### src/rtl/mcp_pkg.sv
package mcp_pkg;
  localparam int PAT_W     = 6;
  localparam int N_TRG_EVT = 5;
  localparam int TSEL_W    = 3;
  localparam int SSEL_W    = 2;

  // trigger codes; event index k (0-based) is selected by code k+1
  localparam logic [TSEL_W-1:0] TRG_NONE     = 3'd0;
  localparam logic [TSEL_W-1:0] TRG_A_PM_UP  = 3'd1;
  localparam logic [TSEL_W-1:0] TRG_A_OM_DN  = 3'd2;
  localparam logic [TSEL_W-1:0] TRG_B_PM     = 3'd3;
  localparam logic [TSEL_W-1:0] TRG_HALL     = 3'd4;
  localparam logic [TSEL_W-1:0] TRG_A_CC1    = 3'd5;

  typedef enum logic [SSEL_W-1:0] {
    SYN_NONE   = 2'd0,
    SYN_A_ZERO = 2'd1,
    SYN_B_ZERO = 2'd2,
    SYN_DIRECT = 2'd3
  } sync_sel_e;
endpackage

### src/rtl/mcp_trig_sel.sv
module mcp_trig_sel
  import mcp_pkg::*;
#(
  parameter int N_EVT = N_TRG_EVT,
  parameter int SEL_W = TSEL_W
) (
  input  logic [SEL_W-1:0] sel_i,
  input  logic [N_EVT-1:0] evt_i,
  output logic             hit_o
);
  logic [N_EVT-1:0] match;

  for (genvar g = 0; g < N_EVT; g++) begin : g_match
    localparam logic [SEL_W-1:0] CODE = SEL_W'(g + 1);
    assign match[g] = evt_i[g] & (sel_i == CODE);
  end

  assign hit_o = |match;
endmodule

### src/rtl/mcp_sync_sel.sv
module mcp_sync_sel
  import mcp_pkg::*;
(
  input  logic [SSEL_W-1:0] sel_i,
  input  logic              ta_zm_i,
  input  logic              tb_zm_i,
  input  logic              pend_i,
  input  logic              arm_i,
  input  logic              idle_i,
  output logic              copy_o
);
  logic sync_hit;

  always_comb begin
    unique case (sync_sel_e'(sel_i))
      SYN_A_ZERO: sync_hit = ta_zm_i;
      SYN_B_ZERO: sync_hit = tb_zm_i;
      SYN_DIRECT: sync_hit = 1'b1;
      default:    sync_hit = 1'b0;
    endcase
  end

  // idle wins over copy; request stays for later
  assign copy_o = (pend_i | arm_i) & sync_hit & ~idle_i;
endmodule

### src/rtl/mcp_pat_regs.sv
module mcp_pat_regs
  import mcp_pkg::*;
#(
  parameter int W = PAT_W
) (
  input  logic         clk_i,
  input  logic         rst_ni,
  input  logic         sw_wr_i,
  input  logic [W-1:0] sw_pat_i,
  input  logic         arm_i,
  input  logic         copy_i,
  input  logic         idle_i,
  output logic [W-1:0] act_o,
  output logic         pend_o
);
  logic [W-1:0] shd_q, act_q, src;
  logic         pend_q;

  // same-cycle write is forwarded into the copy
  assign src = sw_wr_i ? sw_pat_i : shd_q;

  always_ff @(posedge clk_i or negedge rst_ni) begin
    if (!rst_ni) shd_q <= '0;
    else if (sw_wr_i) shd_q <= sw_pat_i;
  end

  always_ff @(posedge clk_i or negedge rst_ni) begin
    if (!rst_ni)     act_q <= '0;
    else if (idle_i) act_q <= '0;
    else if (copy_i) act_q <= src;
  end

  always_ff @(posedge clk_i or negedge rst_ni) begin
    if (!rst_ni)      pend_q <= 1'b0;
    else if (copy_i)  pend_q <= 1'b0;
    else if (arm_i)   pend_q <= 1'b1;
  end

  assign act_o  = act_q;
  assign pend_o = pend_q;


  idle_clr_chk: assert property (@(posedge clk_i) disable iff (!rst_ni)
    idle_i |=> (act_q == '0));


  act_hold_chk: assert property (@(posedge clk_i) disable iff (!rst_ni)
    (!idle_i && !copy_i) |=> $stable(act_q));


  pend_set_chk: assert property (@(posedge clk_i) disable iff (!rst_ni)
    (arm_i && !copy_i) |=> pend_q);


  pend_clr_chk: assert property (@(posedge clk_i) disable iff (!rst_ni)
    copy_i |=> !pend_q);


  pend_hold_chk: assert property (@(posedge clk_i) disable iff (!rst_ni)
    (!arm_i && !copy_i) |=> $stable(pend_q));
endmodule

### src/rtl/mcp_update_ctrl.sv
module mcp_update_ctrl
  import mcp_pkg::*;
(
  input  logic              clk_i,
  input  logic              rst_ni,
  input  logic [TSEL_W-1:0] trig_sel_i,
  input  logic [SSEL_W-1:0] sync_sel_i,
  input  logic              ta_pm_up_i,
  input  logic              ta_om_dn_i,
  input  logic              tb_pm_i,
  input  logic              hall_evt_i,
  input  logic              ta_cc1_i,
  input  logic              ta_zm_i,
  input  logic              tb_zm_i,
  input  logic              sw_wr_i,
  input  logic [PAT_W-1:0]  sw_pat_i,
  input  logic              sw_req_i,
  input  logic              idle_i,
  output logic [PAT_W-1:0]  act_pat_o,
  output logic              pend_o
);
  logic [N_TRG_EVT-1:0] trg_evt;
  logic                 hw_hit, sw_arm, arm, copy_en;

  // order follows trigger code - 1
  assign trg_evt = {ta_cc1_i, hall_evt_i, tb_pm_i, ta_om_dn_i, ta_pm_up_i};
  assign sw_arm  = sw_wr_i & sw_req_i;
  assign arm     = hw_hit | sw_arm;

  mcp_trig_sel #(.N_EVT(N_TRG_EVT), .SEL_W(TSEL_W)) u_trig (
    .sel_i (trig_sel_i),
    .evt_i (trg_evt),
    .hit_o (hw_hit)
  );

  mcp_sync_sel u_sync (
    .sel_i   (sync_sel_i),
    .ta_zm_i (ta_zm_i),
    .tb_zm_i (tb_zm_i),
    .pend_i  (pend_o),
    .arm_i   (arm),
    .idle_i  (idle_i),
    .copy_o  (copy_en)
  );

  mcp_pat_regs #(.W(PAT_W)) u_regs (
    .clk_i    (clk_i),
    .rst_ni   (rst_ni),
    .sw_wr_i  (sw_wr_i),
    .sw_pat_i (sw_pat_i),
    .arm_i    (arm),
    .copy_i   (copy_en),
    .idle_i   (idle_i),
    .act_o    (act_pat_o),
    .pend_o   (pend_o)
  );


  direct_nopend_chk: assert property (@(posedge clk_i) disable iff (!rst_ni)
    (sync_sel_i == 2'd3 && arm && !idle_i) |=> !pend_o);


  nosync_hold_chk: assert property (@(posedge clk_i) disable iff (!rst_ni)
    (sync_sel_i == 2'd0 && !idle_i) |=> $stable(act_pat_o));


  sw_fwd_chk: assert property (@(posedge clk_i) disable iff (!rst_ni)
    (sw_wr_i && sw_req_i && sync_sel_i == 2'd3 && !idle_i)
      |=> (act_pat_o == $past(sw_pat_i)));
endmodule

### config.mk
export PLATFORM = sky130hd
export DESIGN_NAME = mcp_update_ctrl
export DESIGN_NICKNAME = d
export VERILOG_FILES = /design/src/rtl/mcp_pkg.sv /design/src/rtl/mcp_trig_sel.sv /design/src/rtl/mcp_sync_sel.sv /design/src/rtl/mcp_pat_regs.sv /design/src/rtl/mcp_update_ctrl.sv
export SDC_FILE = /design/constraint.sdc
export NUM_CORES = 1
export LEC_CHECK = 0
export CORE_MARGIN = 2
export CORE_UTILIZATION = 44
export CTS_BUF_LIST = sky130_fd_sc_hd__clkbuf_2 sky130_fd_sc_hd__clkbuf_4 sky130_fd_sc_hd__clkbuf_8
export CTS_CLUSTER_SIZE = 24
export DETAILED_ROUTE_END_ITERATION = 12
export HOLD_SLACK_MARGIN = 0.12
export PLACE_DENSITY = 0.82
export SYNTH_ARGS = -nofsm -noshare
export SYNTH_HDL_FRONTEND = slang
export SYNTH_HIERARCHICAL = 1
export SYNTH_SLANG_ARGS = --single-unit
### constraint.sdc
create_clock -name clk_i -period 2.7 [get_ports clk_i]
set_clock_uncertainty 0.15 [all_clocks]
set_input_delay 0.27 -clock clk_i [delete_from_list [all_inputs] [get_ports clk_i]]
set_output_delay 0.27 -clock clk_i [all_outputs]
set_load 0.005 [all_outputs]
Word level (Yosys, flattened, before mapping)
Cells that the tools add are included.

Equality and inequality tests: 8. Multiplexer cells: 6. Bitwise logic cells: 11. Reduce and logical (&&, ||, !) cells: 3.

Operators by type and width (number): 6-bit 2-to-1 mux (3); 1-bit AND (8); 3-bit by 2-bit == test with 1-bit output, second input constant (2); 3-bit == test, second input constant (2); 5-bit OR reduction (1); 2-bit == test, second input constant (2); 2-bit nonzero test (2); 3-bit by 1-bit == test with 1-bit output, second input constant (1); 1-bit one-hot mux with 3 select lines (1); 2-bit by 1-bit == test with 1-bit output, second input constant (1); 1-bit 2-to-1 mux (2); 1-bit OR (2); 1-bit inverter (1).

Register bits after elaboration: 13. Input port bits: 23.

Depth between registers and ports, before layout
Gate-level depths: netlist (run 1).

Word-level depth: 9. Mapped depth: 9. Gate-level depth less buffers: 8.

Modules after synthesis
The synthesis (run 1) kept the hierarchy.

Modules (own cells, without submodules): mcp_pat_regs (times used 1, cells each 36, area an instance 546.8 um2, sequential area each 325.3 um2); mcp_trig_sel (times used 1, cells each 8, area an instance 47.5 um2, sequential area each 0.0 um2); mcp_sync_sel (times used 1, cells each 3, area an instance 21.3 um2, sequential area each 0.0 um2); mcp_update_ctrl (times used 1, cells each 1, area an instance 7.5 um2, sequential area each 0.0 um2).

Least setup slack after synthesis (run 1)
OpenSTA, ideal clock, no wires.

Path kind: input -> register. From: input port trig_sel_i[0]. To: register u_regs.act_q[0], in the netlist u_regs/act_o[0]. Arrival: 1.495 ns. Required time: 2.431 ns. Path slack: 0.936 ns. Stages: 9. Path buffers: 1. Cells stage by stage: nor2b_1 -> o21ai_1 -> o211a_1 -> a21o_1 -> o22ai_1 -> nor3_2 -> clkbuf_1 -> inv_1 -> o21a_1.

Longest elaborated chain between the ends: 8.

Ends and longest elaborated chain: start, declared (line mcp_update_ctrl.sv:6) `input logic [TSEL_W-1:0] trig_sel_i,`; 3-bit by 1-bit == test with 1-bit output (tied with other cells) (line mcp_trig_sel.sv:15) `assign match[g] = evt_i[g] & (sel_i == CODE);`; 1-bit AND (line mcp_trig_sel.sv:15); 5-bit OR reduction * (line mcp_trig_sel.sv:18) `assign hit_o = |match;`; via hw_hit (line mcp_update_ctrl.sv:23) `logic hw_hit, sw_arm, arm, copy_en;`; 1-bit OR * (line mcp_update_ctrl.sv:28) `assign arm = hw_hit | sw_arm;`; via arm (line mcp_update_ctrl.sv:23); 1-bit OR * (line mcp_sync_sel.sv:24) `assign copy_o = (pend_i | arm_i) & sync_hit & ~idle_i;`; 1-bit AND * (2 in series) (line mcp_sync_sel.sv:24); via copy_en (line mcp_update_ctrl.sv:23); 2-bit nonzero test (no source line) *; end signal, assigned (line mcp_pat_regs.sv:30) `else if (copy_i) act_q <= src;`; end, declared (line mcp_pat_regs.sv:16) `logic [W-1:0] shd_q, act_q, src;`.

The timed path passes the listed nets; every way through them passes the cells marked *. A chain may end at the register's enable or synchronous reset.

Worst setup path after layout (run 1)
From: input port trig_sel_i[0]. To: register u_regs.act_q[1], in the netlist u_regs/act_o[1].

Same word-level chain as after synthesis.

==> flow_summary.yaml, run 1 <==
route:
  first_pass_iters: 2
  viasPerCell: 5.04
  ant_nets: 0
  wl_per_cell_um: 14.0
  drcViolationCount: 0
  wirelength_um: 1330
  drt_first_iter_violations: 3
  vias: 479
final_layout:
  nets: 104
  final_common_cell: "clkdlybuf4s50_1"
  final_cell_area_um2: 955
  diodes: 0
  area_growth_pct: 53.2
  drive_above_1_share_pct: 22.5
  final_cell_mix: "29 x clkdlybuf4s50_1, 13 x dfrtp_1, 6 x mux2_4, 6 x o21ba_2, 6 x o21a_1"
  utilization_pct: 72.5
sta:
  layout_worst_path_cycle_share_pct: 81.1
  hold_viol: 0
  setup_viol: 0
  relSlewSlack_pct: 61.5
  worst_pin_slew_ps: 575
  fmax_mhz: 456
  fin_crit_ps: 2190
  rsz0062_at_grt: "false"
  fin_setup_tns_ps: 0
  slew_violations: 0
placed_design:
  dp_hpwl_um: 1060
  placed_area_um2: 925
  gp_congestion: 0.738
  io_buffers: 29
clocking:
  htreeDepth: 1
  cts-root-buf: "clkbuf_4"
  clock_sinks: 13
  clock_path_buffers: 2
  cts_tree: "yes"
  hold_buffers: 0
  clkSlewWorstSetupHoldPaths_ps: 70
  postCtsSetupBuffers: 0
  cts_buffers: 3
  clk_latency_ps: 270
  cts_resized: 0
synthesis:
  synth_top_family_by_area: "compound AO/OA/AOI/OAI gates"
  yosys.cell_types.count: 17
  synth_nets: 71
  yosys.area_share.simple_pct: 5.62
  postSynthCellCount: 48
  synth_compound_area_share_pct: 23.1
  synthAdderAreaFrac_pct: 0
  synth_xor_area_share_pct: 0
  syn_area_um2: 623
  seq_area_frac_synth_pct: 52.2
  ys_ff_latch: 13
  avgSynthCellArea_um2: 13.0
  synthMuxAreaShare_pct: 16.1
  ys_warn_count: 6
power:
  p_leak_nw: 0.420
  powerDensity_nw_per_um2: 485
  irDropWorstVdd_uv: 403
  power.total_mw: 0.463
setup_path:
  crit_slowest_cell: "clkdlybuf4s50_1"
  cp_num_buf_inv: 2
  path_max_fanout: 8
  arrival_ps: 2210
  endpoint_kind: "flip-flop"
  start_kind: "input pin"
  slowest_delay_ps: 470
  cp_top_family: "compound AO/OA/AOI/OAI gates"
  required_ps: 2710
  worstPathCellList: "clkdlybuf4s50_1, nor2b_1, o21ai_1, o211a_1, a21o_1, o22ai_1, nor3_2, inv_1, o21a_1"
  crit_type: "input pin to flip-flop"
run:
  cap_viol_max_count: 0
global_route:
  grt_usage_pct: 17.6
  grt_overflow: 0
  antenna_found_initial: 0
  grt_pass1_wl_um: 2260
  grt_pass1_vias: 520
  grt_max_degree: 14
worst_hold_path:
  hold_class: "input pin to asynchronous set/reset pin"
floorplan:
  die_h_um: 41.6
  rows: 13
  pin_count: 30
  fp.dieW_um: 41.6
  start_util_pct: 47.3
  die_area_um2: 1730
  core_um2: 1320
run_status:
  outcome: "complete, no violations"
## kinds of logic after synthesis
family	after synthesis
AOI/OAI and AO/OA	18
buffers and inverters	3
DFF	13
muxes	7
and+or+nand+nor	7
## metrics by stage
stage / setup slack, ps / cells / hold slack (ps)
after floorplan: 936 / 48 / -176
after CTS: 522 / 95 / 230
after global placement: 278 / 91 / 330
after detailed placement: 219 / 91 / 333
after global routing: 368 / 95 / 273
final: 509 / 95 / 210
## final cells by class
cell class	count	area (µm²)
Tap cell	15	18.8
Inverter	1	3.75
Fill cell	97	363
Multi-Input combinational cell	32	279
Sequential cell	13	325
Timing Repair Buffer	30	298
Clock buffer	4	30.0
## Yosys cell counts
cell type,instances,area [µm²]
a21o_1,1,7.51
a21oi_1,2,10.0
buf_6,1,11.3
clkbuf_1,1,3.75
dfrtp_1,13,325
inv_1,1,3.75
mux2_4,6,90.1
mux2i_1,1,10.0
nand2_1,1,3.75
nor2_1,4,15.0
nor2b_1,1,6.26
nor3_2,1,10.0
o211a_1,1,10.0
o21a_1,6,45.0
o21ai_1,1,5.00
o21ba_2,6,60.1
o22ai_1,1,6.26
## worst register-to-register path, delay by kind of cell (launching register included)
family / cells / cell delay [ps]
and+or+nand+nor: 1 / 400
DFF: 1 / 370
AOI/OAI and AO/OA: 2 / 330
buffers and inverters: 1 / 200
## power breakdown
group | switching [mW] | internal, mW | total [mW]
sequential | 0.00865 | 0.213 | 0.222
combinational | 0.0371 | 0.0773 | 0.114
clock | 0.0589 | 0.0673 | 0.126
total | 0.105 | 0.358 | 0.463
## state kept, by name (all words and copies together) (netlist names)
register and flops:
u_regs/pend_o 1, u_regs/act_o 6, u_regs/shd_q 6
## worst paths after layout
| path | start | to | slack [ps] | depth (start not counted) |
|---|---|---|---|---|
| setup / recovery | trig_sel_i[0] | u_regs/act_o[1] | 510 | 9 |
| hold / removal | rst_ni | u_regs/shd_q[3] | 210 | 1 |
| setup reg to reg | u_regs/pend_o | u_regs/act_o[1] | 1150 | 4 |
| hold reg to reg | u_regs/shd_q[2] | u_regs/shd_q[2] | 350 | 1 |
| max in group asynchronous | rst_ni | u_regs/shd_q[4] | 1810 | 1 |
| min in group clk_i | u_regs/shd_q[2] | u_regs/shd_q[2] | 350 | 1 |
## routing by layer
layer / GRT usage [%] / up-vias / routed length (µm)
met5: 0 / - / 0
met1: 19.3 / 221 / 551
met4: 9.68 / 0 / 30
met3: 7.83 / 4 / 96
met2: 28.1 / 21 / 648
li1: - / 233 / -
(Power assumes the default switching activity.)
==> inputs of run 2 (changes only) <==
--- a/config.mk
+++ b/config.mk
@@ -6,12 +6,12 @@
 export NUM_CORES = 1
 export LEC_CHECK = 0
 export CORE_MARGIN = 2
-export CORE_UTILIZATION = 44
+export CORE_UTILIZATION = 41
 export CTS_BUF_LIST = sky130_fd_sc_hd__clkbuf_2 sky130_fd_sc_hd__clkbuf_4 sky130_fd_sc_hd__clkbuf_8
 export CTS_CLUSTER_SIZE = 24
 export DETAILED_ROUTE_END_ITERATION = 12
 export HOLD_SLACK_MARGIN = 0.12
-export PLACE_DENSITY = 0.82
+export PLACE_DENSITY = 0.77
 export SYNTH_ARGS = -nofsm -noshare
 export SYNTH_HDL_FRONTEND = slang
 export SYNTH_HIERARCHICAL = 1
==> constraint.sdc (replaced) <==
create_clock -name clk_i -period 2.2 [get_ports clk_i]
set_clock_uncertainty 0.15 [all_clocks]
set_input_delay 0.22 -clock clk_i [delete_from_list [all_inputs] [get_ports clk_i]]
set_output_delay 0.22 -clock clk_i [all_outputs]
set_load 0.005 [all_outputs]
==> run 2 against run 1 <==
Compared with the run above: core utilization decreased by 6.5 points; final cell count increased by 3.2%; highest routed layer unchanged; via count increased by 2.7%; sequential share of layout area decreased by 0.57 points; first-iteration DRC count decreased by 67%.
==> flow_summary.yaml, run 2 (same netlist as run 1, synthesis figures left out) <==
route:
  viasPerCell: 5.02
  drcViolationCount: 0
  drt_first_iter_violations: 1
  first_pass_iters: 2
  ant_nets: 0
  vias: 492
  wl_per_cell_um: 13.3
  wirelength_um: 1310
final_layout:
  diodes: 0
  final_cell_count_no_fill: 98
  drive_above_1_share_pct: 24.4
  final_common_cell: "clkdlybuf4s50_1"
  final_cell_mix: "29 x clkdlybuf4s50_1, 13 x dfrtp_1, 6 x mux2_4, 6 x o21ba_2, 6 x o21a_1"
  area_growth_pct: 55.8
  nets: 106
setup_path:
  path_max_fanout: 4
  endpoint_kind: "flip-flop"
  start_kind: "input pin"
  arrival_ps: 2030
  rrSetupSlack_ps: 810
  required_ps: 2220
  crit_type: "input pin to flip-flop"
power:
  powerDensity_nw_per_um2: 591
  power.total_mw: 0.574
  p_leak_nw: 0.430
  irDropWorstVdd_uv: 367
global_route:
  grt_pass1_vias: 489
  grt_max_degree: 14
  grt_pass1_wl_um: 2100
  antenna_found_initial: 0
  grt_overflow: 0
  grt_usage_pct: 16.0
worst_hold_path:
  hold_class: "input pin to asynchronous set/reset pin"
placed_design:
  dp_hpwl_um: 963
  io_buffers: 29
  gp_congestion: 0.724
  dp.cells: 94
floorplan:
  core_um2: 1470
  die_area_um2: 1850
  die_h_um: 43.0
  pin_count: 30
  rows: 14
  start_util_pct: 42.3
  fp.dieW_um: 43.0
sta:
  fmax_mhz: 498
  fin_crit_ps: 2010
  hold_viol: 0
  slew_violations: 0
  relSlewSlack_pct: 61.8
  worst_pin_slew_ps: 572
  layout_worst_path_cycle_share_pct: 91.2
  setup_viol: 0
  rsz0062_at_grt: "false"
clocking:
  clkSlewWorstSetupHoldPaths_ps: 70
  clock_sinks: 13
  clk_latency_ps: 270
  postCtsSetupBuffers: 0
  htreeDepth: 1
  cts_buffers: 3
  cts-root-buf: "clkbuf_4"
  hold_buffers: 0
  cts_tree: "yes"
  cts_resized: 0
  clock_path_buffers: 2
run_status:
  outcome: "complete, no violations"
run:
  cap_viol_max_count: 0
## run 2: changes by cell type in the layout (fill, tap and decap cells not counted), sizes merged
cell,before,now
buf,1,3
## run 2: path summary, 6_finish.rpt
kind | startpoint | to | cells past startpoint
min in group clk_i | u_regs/shd_q[3] | u_regs/shd_q[3] | 1
worst min register to register | u_regs/shd_q[3] | u_regs/shd_q[3] | 1
worst min-delay path | rst_ni | u_regs/shd_q[4] | 1
max in group asynchronous | rst_ni | u_regs/shd_q[2] | 1
worst max register to register | u_regs/pend_o | u_regs/act_o[1] | 5
worst max-delay path | trig_sel_i[0] | u_regs/act_o[1] | 10
## run 2: metal layers
metal / track usage, % / share of wire, % / vias up
met5: 0 / 0 / -
li1: - / - / 236
met1: 20.2 / 42 / 228
met4: 10.9 / 1.5 / 0
met3: 5.53 / 11 / 2
met2: 22.7 / 46 / 26
## run 2: stage by stage
| stage | hold slack (ps) | util, % | area [µm²] | setup WS [ps] | setup TNS (ps) |
|---|---|---|---|---|---|
| final | 158 | 66.0 | 971 | 194 | 0 |
| after global routing | 190 | 66.0 | 971 | 44.7 | 0 |
| after CTS | 165 | 66.0 | 971 | 198 | 0 |
| after detailed placement | 332 | 63.9 | 941 | -83.2 | -449 |
| after global placement | 328 | 63.9 | 941 | -34.1 | -176 |
| after floorplan | -226 | - | 623 | 486 | 0 |
## run 2: area by class of cell
| cell class | count | area, µm² |
|---|---|---|
| fill | 122 | 500 |
| inverter | 1 | 3.75 |
| clock buffer | 4 | 30.0 |
| sequential | 13 | 325 |
| multi-input combinational | 32 | 279 |
| timing repair buffer | 32 | 313 |
| tap | 16 | 20.0 |
## run 2: critical path, stage by stage
cell,delay (ps)
clkdlybuf4s50_1,530
mux2i_1,200
nand2_1,70
o211a_1,100
a21o_1,160
o22ai_1,190
nor3_2,80
buf_4,160
o21ba_2,210
o21a_1,100
## run 2: where the power goes
part	switching, mW	internal [mW]	total (mW)
Sequential	0.0102	0.262	0.272
Combinational	0.0458	0.0982	0.144
Clock	0.0753	0.0827	0.158
Total	0.131	0.443	0.574
